### config.mk
export PLATFORM = sky130hd
export DESIGN_NAME = hdlc_rxq_status
export DESIGN_NICKNAME = d
export VERILOG_FILES = /design/src/rtl/hdlc_rxq_pkg.sv /design/src/rtl/rxq_store.sv /design/src/rtl/rxq_admit.sv /design/src/rtl/rxq_evt_latch.sv /design/src/rtl/hdlc_rxq_status.sv
export SDC_FILE = /design/constraint.sdc
export NUM_CORES = 1
export LEC_CHECK = 0
export BUFFER_PORTS_ARGS = -buffer_cell sky130_fd_sc_hd__buf_4
export CORE_UTILIZATION = 49
export DETAILED_ROUTE_END_ITERATION = 7
export MAX_ROUTING_LAYER = met4
export PLACE_DENSITY = 0.65
export REMOVE_ABC_BUFFERS = 1
export SYNTH_ARGS = -nofsm -noshare
export SYNTH_HDL_FRONTEND = slang
export SYNTH_SLANG_ARGS = --single-unit
export TNS_END_PERCENT = 50
### constraint.sdc
create_clock -name clk -period 3 [get_ports clk]
set_input_delay 0.3 -clock clk [delete_from_list [all_inputs] [get_ports clk]]
set_output_delay 0.3 -clock clk [all_outputs]
set_load 0.02 [all_outputs]
### src/rtl/hdlc_rxq_pkg.sv
`timescale 1ns/1ps
package hdlc_rxq_pkg;
   localparam int BYTE_W = 8;
   localparam int STAT_W = 6;

   // status bit positions (host-visible order)
   localparam int ST_NEMPTY = 0;
   localparam int ST_HIGH   = 1;
   localparam int ST_START  = 2;
   localparam int ST_END    = 3;
   localparam int ST_HEAD   = 4;
   localparam int ST_OVR    = 5;

   // bits whose event is the rising edge of a live level
   localparam logic [STAT_W-1:0] RISE_BITS = 6'b000011;

   typedef struct packed {
      logic              som;
      logic              eom;
      logic [BYTE_W-1:0] data;
   } rxq_entry_t;
endpackage

### src/rtl/rxq_store.sv
`timescale 1ns/1ps
module rxq_store
   import hdlc_rxq_pkg::*;
#(
   parameter int DEPTH = 64,
   localparam int AW = $clog2(DEPTH),
   localparam int CW = $clog2(DEPTH + 1)
) (
   input  logic             clk,
   input  logic             rst_n,
   input  logic             push,
   input  rxq_entry_t       push_ent,
   input  logic             pop,
   output rxq_entry_t       head_ent,
   output logic [CW-1:0]    count,
   output logic             empty,
   output logic             full
);
   generate
      if (DEPTH < 4 || (DEPTH & (DEPTH - 1)) != 0) begin : g_bad_depth
         $error("rxq_store: DEPTH must be a power of two, at least 4");
      end
   endgenerate

   rxq_entry_t       mem [DEPTH];
   logic [AW-1:0]    wptr, rptr;
   logic [CW-1:0]    cnt_q;
   logic             do_push, do_pop;

   assign empty    = (cnt_q == '0);
   assign full     = (cnt_q == CW'(DEPTH));
   assign do_push  = push && !full;
   assign do_pop   = pop && !empty;
   assign head_ent = mem[rptr];
   assign count    = cnt_q;

   always_ff @(posedge clk) begin
      if (do_push) mem[wptr] <= push_ent;
   end

   always_ff @(posedge clk) begin
      if (!rst_n) begin
         wptr  <= '0;
         rptr  <= '0;
         cnt_q <= '0;
      end else begin
         if (do_push) wptr <= wptr + 1'b1;
         if (do_pop)  rptr <= rptr + 1'b1;
         case ({do_push, do_pop})
            2'b10:   cnt_q <= cnt_q + 1'b1;
            2'b01:   cnt_q <= cnt_q - 1'b1;
            default: cnt_q <= cnt_q;
         endcase
      end
   end

   a_r2_count_bound: assert property (@(posedge clk) disable iff (!rst_n)
      cnt_q <= CW'(DEPTH));
   a_r2_full_holds: assert property (@(posedge clk) disable iff (!rst_n)
      (full && !pop) |=> full);
endmodule

### src/rtl/rxq_admit.sv
`timescale 1ns/1ps
module rxq_admit (
   input  logic clk,
   input  logic rst_n,
   input  logic wr_en,
   input  logic wr_som,
   input  logic full,
   output logic push,
   output logic ovr_evt,
   output logic discarding
);
   logic drop_q;
   logic skip;

   // while dropping, only an opening byte is looked at
   assign skip       = drop_q && !wr_som;
   assign ovr_evt    = wr_en && !skip && full;
   assign push       = wr_en && !skip && !full;
   assign discarding = drop_q;

   always_ff @(posedge clk) begin
      if (!rst_n)                drop_q <= 1'b0;
      else if (ovr_evt)          drop_q <= 1'b1;
      else if (wr_en && wr_som)  drop_q <= 1'b0;
   end

   a_r8_enter_drop: assert property (@(posedge clk) disable iff (!rst_n)
      (wr_en && full && !drop_q) |=> discarding);
   a_r8_no_push_dropping: assert property (@(posedge clk) disable iff (!rst_n)
      (drop_q && wr_en && !wr_som) |-> !push);
endmodule

### src/rtl/rxq_evt_latch.sv
`timescale 1ns/1ps
module rxq_evt_latch
   import hdlc_rxq_pkg::*;
#(
   parameter int N = STAT_W,
   parameter logic [N-1:0] RISE_SEL = '0
) (
   input  logic         clk,
   input  logic         rst_n,
   input  logic [N-1:0] lvl,
   input  logic [N-1:0] pulse,
   input  logic         clr,
   output logic [N-1:0] stat
);
   logic [N-1:0] evt;
   logic [N-1:0] stat_q;

   generate
      for (genvar i = 0; i < N; i++) begin : g_bit
         if (RISE_SEL[i]) begin : g_rise
            logic prev_q;
            always_ff @(posedge clk) begin
               if (!rst_n) prev_q <= 1'b0;
               else        prev_q <= lvl[i];
            end
            assign evt[i] = pulse[i] | (lvl[i] & ~prev_q);
         end else begin : g_direct
            assign evt[i] = pulse[i] | lvl[i];
         end

         always_ff @(posedge clk) begin
            if (!rst_n) stat_q[i] <= 1'b0;
            else        stat_q[i] <= evt[i] | (stat_q[i] & ~clr);
         end

         a_r10_event_wins: assert property (@(posedge clk) disable iff (!rst_n)
            evt[i] |=> stat[i]);
         a_r9_read_clears: assert property (@(posedge clk) disable iff (!rst_n)
            (clr && !evt[i]) |=> !stat[i]);
         a_r9_sticky: assert property (@(posedge clk) disable iff (!rst_n)
            (stat[i] && !clr) |=> stat[i]);
      end
   endgenerate

   assign stat = stat_q;
endmodule

### src/rtl/hdlc_rxq_status.sv
`timescale 1ns/1ps
module hdlc_rxq_status
   import hdlc_rxq_pkg::*;
#(
   parameter int DEPTH = 64,
   localparam int CW = $clog2(DEPTH + 1)
) (
   input  logic              clk,
   input  logic              rst_n,
   input  logic              wr_en,
   input  logic [BYTE_W-1:0] wr_data,
   input  logic              wr_som,
   input  logic              wr_eom,
   input  logic              end_ok,
   input  logic              end_crc,
   input  logic              end_abort,
   input  logic              rd_en,
   output logic              rd_valid,
   output logic [BYTE_W-1:0] rd_data,
   output logic              rd_first,
   output logic              rd_last,
   input  logic [CW-1:0]     hwm_level,
   input  logic [STAT_W-1:0] irq_mask,
   input  logic              host_rd,
   output logic [7:0]        host_rdata,
   output logic              irq
);
   generate
      if (STAT_W > 8) begin : g_bad_width
         $error("hdlc_rxq_status: status does not fit the 8-bit register");
      end
   endgenerate

   rxq_entry_t        in_ent, head_ent;
   logic [CW-1:0]     count;
   logic              empty, full, push, pop, ovr_evt, discarding;
   logic              head_first, hf_q, hf_evt;
   logic [STAT_W-1:0] lvl, pulse, stat;

   assign in_ent = '{som: wr_som, eom: wr_eom, data: wr_data};
   assign pop    = rd_en && !empty;

   rxq_admit u_admit (
      .clk        (clk),
      .rst_n      (rst_n),
      .wr_en      (wr_en),
      .wr_som     (wr_som),
      .full       (full),
      .push       (push),
      .ovr_evt    (ovr_evt),
      .discarding (discarding)
   );

   rxq_store #(.DEPTH(DEPTH)) u_store (
      .clk      (clk),
      .rst_n    (rst_n),
      .push     (push),
      .push_ent (in_ent),
      .pop      (pop),
      .head_ent (head_ent),
      .count    (count),
      .empty    (empty),
      .full     (full)
   );

   // opening byte at the head: fires once per distinct head byte
   assign head_first = !empty && head_ent.som;
   always_ff @(posedge clk) begin
      if (!rst_n) hf_q <= 1'b0;
      else        hf_q <= head_first && !pop;
   end
   assign hf_evt = head_first && !hf_q;

   always_comb begin
      lvl   = '0;
      pulse = '0;
      lvl[ST_NEMPTY] = !empty;
      lvl[ST_HIGH]   = (count > hwm_level);
      pulse[ST_START] = wr_en && wr_som;
      pulse[ST_END]   = end_ok || end_crc || end_abort || ovr_evt;
      pulse[ST_HEAD]  = hf_evt;
      pulse[ST_OVR]   = ovr_evt;
   end

   rxq_evt_latch #(.N(STAT_W), .RISE_SEL(RISE_BITS)) u_latch (
      .clk   (clk),
      .rst_n (rst_n),
      .lvl   (lvl),
      .pulse (pulse),
      .clr   (host_rd),
      .stat  (stat)
   );

   assign rd_valid   = !empty;
   assign rd_data    = head_ent.data;
   assign rd_first   = head_ent.som;
   assign rd_last    = head_ent.eom;
   assign host_rdata = 8'(stat);
   assign irq        = |(stat & irq_mask);

   a_r8_overrun_flags: assert property (@(posedge clk) disable iff (!rst_n)
      (wr_en && full && !(discarding && !wr_som)) |=> (stat[ST_OVR] && stat[ST_END]));
   a_r8_drop_no_growth: assert property (@(posedge clk) disable iff (!rst_n)
      (discarding && wr_en && !wr_som) |=> (count <= $past(count)));
   a_r3_nonempty_rise: assert property (@(posedge clk) disable iff (!rst_n)
      $rose(rd_valid) |=> stat[ST_NEMPTY]);
   a_r5_start_seen: assert property (@(posedge clk) disable iff (!rst_n)
      (wr_en && wr_som) |=> stat[ST_START]);
endmodule

==> results.sh <==
export IMPL_ioPinCount=51
export IMPL_cts_sinks=675
export IMPL_yosysWarnings=0
export IMPL_dp_final_hpwl_mm=35.6
export IMPL_synth_seq_cells=675
export IMPL_post_route_util=0.590
export IMPL_start_util=0.495
export IMPL_maxCapViolations=0
export IMPL_synth_top_area_frac=0.722
export IMPL_cts_tree="yes"
export IMPL_violations="setup timing"
export IMPL_layout_common_cells="640 x edfxtp_1, 186 x mux4_2, 175 x buf_4"
export IMPL_crit_fanout=7
export IMPL_synth_cell_types=63
export IMPL_path_clk_slew_ns=0.06
export IMPL_hp_start="end_abort"
export IMPL_yosysSeqAreaShare=0.749
export IMPL_setup_viol=10
export IMPL_placed_area_sq_um=28700
export IMPL_hold_depth=5
export IMPL_drive_gt1_frac=0.344
export IMPL_clock_skew_ns=0.0215
export IMPL_netlist_area_sq_um=26600
export IMPL_synth_area_leaders="edfxtp_1 72%, mux4_2 16%, dfxtp_1 2.6%"
export IMPL_final_nets=1551
export IMPL_final_common_cell="edfxtp_1"
export IMPL_synth_edf_count=640
export IMPL_synth_top_area_cell="edfxtp_1"
export IMPL_worst_setup_path_type="reg2out"
export IMPL_cts_buffers=71
export IMPL_ir_drop_mv=0.473
export IMPL_period_needed_ns=3.40
export IMPL_htree_levels=3
export IMPL_grt_use_total=0.234
export IMPL_wl_per_cell_um=27.1
export IMPL_area_growth_pct=19.1
export IMPL_finalSetupTns_ns=-3.68
export IMPL_startpoint_type="flop"
export IMPL_hold_viol=0
export IMPL_grt_pass1_wl_mm=90.4
export IMPL_r2r_start="u_store.count[1]$_SDFFE_PN0P_"
export IMPL_final_cell_area_sq_um=31700
export IMPL_cp_required_ns=2.70
export IMPL_fp_dieH_um=235
export IMPL_insertion_delay_ns=0.60
export IMPL_synthFlopType="edfxtp_1"
export IMPL_antenna_found_initial=1
export IMPL_drt_pass1_iter_count=5
export IMPL_gp_congestion=0.861
export IMPL_cts_buffer_depth=3
export IMPL_hold_path_class="in2reg"
export IMPL_drc_errors=0
export IMPL_fp_dieArea_sq_um=55200
export IMPL_grt_max_degree=67
export IMPL_slew_headroom=0.342
export IMPL_multi_input_area_sq_um=6370
export IMPL_synth_cells=1284
export IMPL_rsz0062_at_grt="true"
export IMPL_ys_async_sr_fraction=0
export IMPL_grt_pass1_vias=13600
export IMPL_outcome="complete, but fails checks"
export IMPL_num_vias=13400
export IMPL_final_cells=2257
export IMPL_worstMarginPinSlew_ns=0.986
export IMPL_clock_root_buffer="clkbuf_16"
export IMPL_drtAntennaViolNets=0
export IMPL_pwr_density_cell_nw_per_um2=764
export IMPL_core_sq_um=53700
export IMPL_period_share=1.13
export IMPL_synth_avg_cell_area_sq_um=20.7
export IMPL_finalMaxSlewViolations=0
export IMPL_drt_iter0_drc=1334
export IMPL_fp_row_count=85
export IMPL_fmax_ghz=0.295
export IMPL_nFillCells=3762
export IMPL_worst_slack_ns=-0.395
export IMPL_reg2reg_depth=11
export IMPL_regArea_sq_um=19900
export IMPL_drt_wl_total_mm=61.2
export IMPL_leakage_nw=10.2
export IMPL_crit_path_end_kind="output pin"
export IMPL_portBuffers=48
export IMPL_dp_cells=2085
export IMPL_grt_overflow_total=0
export IMPL_p_total_mw=24.2
export IMPL_arrival_ns=3.10
export IMPL_drt_vias_per_instance=5.93
export IMPL_die_w_um=235
[per-stage QoR]
stage,setup WS (ns),hold slack (ns)
5_1_grt,-0.465,0.0543
6_report,-0.395,0.0297
3_5_place_dp,0.0621,0.432
4_1_cts,-0.427,0.00287
2_1_floorplan,-5.62,0.379
3_3_place_gp,0.0876,0.404
[flip-flops by register name, summed over array words and instances (netlist names), named ones only]
register / cells
u_store.count: 7
u_latch.stat: 6
u_store.rptr: 6
u_admit.discarding: 1
hf_q: 1
u_latch.g_bit.g_rise.prev_q: 2
u_store.wptr: 6
u_store.mem: 640
[cell type report]
type / instances / area share
antenna: 1 / 0.0000790
clock buffer: 90 / 0.0603
clock inverter: 34 / 0.0104
inverter: 18 / 0.00213
multi-input combinational: 521 / 0.201
sequential: 675 / 0.629
tap: 696 / 0.0275
timing repair buffer: 222 / 0.0695
[synth_stat cells (5+ instances only)]
master / n
buf_2: 22
or3_1: 5
nor2b_1: 9
buf_1: 12
nand2_1: 34
mux2i_1: 36
nand2b_1: 7
inv_1: 16
o21ai_1: 9
mux2_2: 8
a22oi_1: 7
nand3_1: 8
xnor2_1: 6
nor3_1: 7
edfxtp_1: 640
nor2_1: 100
dfxtp_1: 35
clkbuf_1: 29
buf_6: 5
a21oi_1: 13
mux4_2: 186
xor2_1: 9
ha_1: 11
[logic make-up after synthesis]
| family | count (synthesis) | share of synthesized area |
|---|---|---|
| flip-flops | 675 | 0.749 |
| multiplexers | 231 | 0.175 |
| AND/OR/NAND/NOR | 194 | 0.0332 |
| buffers and inverters | 89 | 0.0154 |
| AO/OA/AOI/OAI | 68 | 0.0177 |
| XOR/XNOR | 15 | 0.00494 |
| adder cells (fa/ha/maj) | 11 | 0.00517 |
| other | 1 | 0.000141 |
[per-layer routing]
layer / vias up / global-route usage / share of wire
met4: 0 / 0.0676 / 0.018
met3: 76 / 0.0483 / 0.073
li1: 5733 / - / -
met1: 7053 / 0.320 / 0.42
met5: - / - / 0
met2: 515 / 0.358 / 0.49
[power breakdown]
part	leakage, nW	switching (mW)	internal [mW]
combinational	3.08	2.45	2.65
sequential	6.05	0.112	10.5
clock	1.10	3.44	5.08
[worst paths after layout]
path,slack [ns],end
worst max-delay path,-0.40,rd_data[0]
worst min-delay path,0.03,u_latch.stat[3]$_SDFF_PN0_
worst max register to register,0.26,u_store.count[5]$_SDFFE_PN0P_
worst min register to register,0.43,u_latch.stat[4]$_SDFF_PN0_
[worst max-delay path: stages (launching register included)]
cell and delay [ns]:
dfxtp_4 0.41, buf_12 0.13, buf_12 0.12, buf_16 0.14, mux4_2 0.52, mux4_2 0.55
mux2_4 0.33, nand2_2 0.08, o21ai_2 0.06, buf_6 0.14
[what timing repair did]
| action | 4_1_cts | 5_1_grt |
|---|---|---|
| buffers inserted | 23 | 15 |
| pin swaps | 1 | 1 |
| endpoints found under the hold margin | 5 | 0 |
| gates resized for setup | 30 | 19 |
| hold buffers | 3 | 0 |
| setup endpoints to repair | 10 | 11 |
| cloned | 4 | 3 |
No activity file was read; power rests on OpenSTA's default activity.
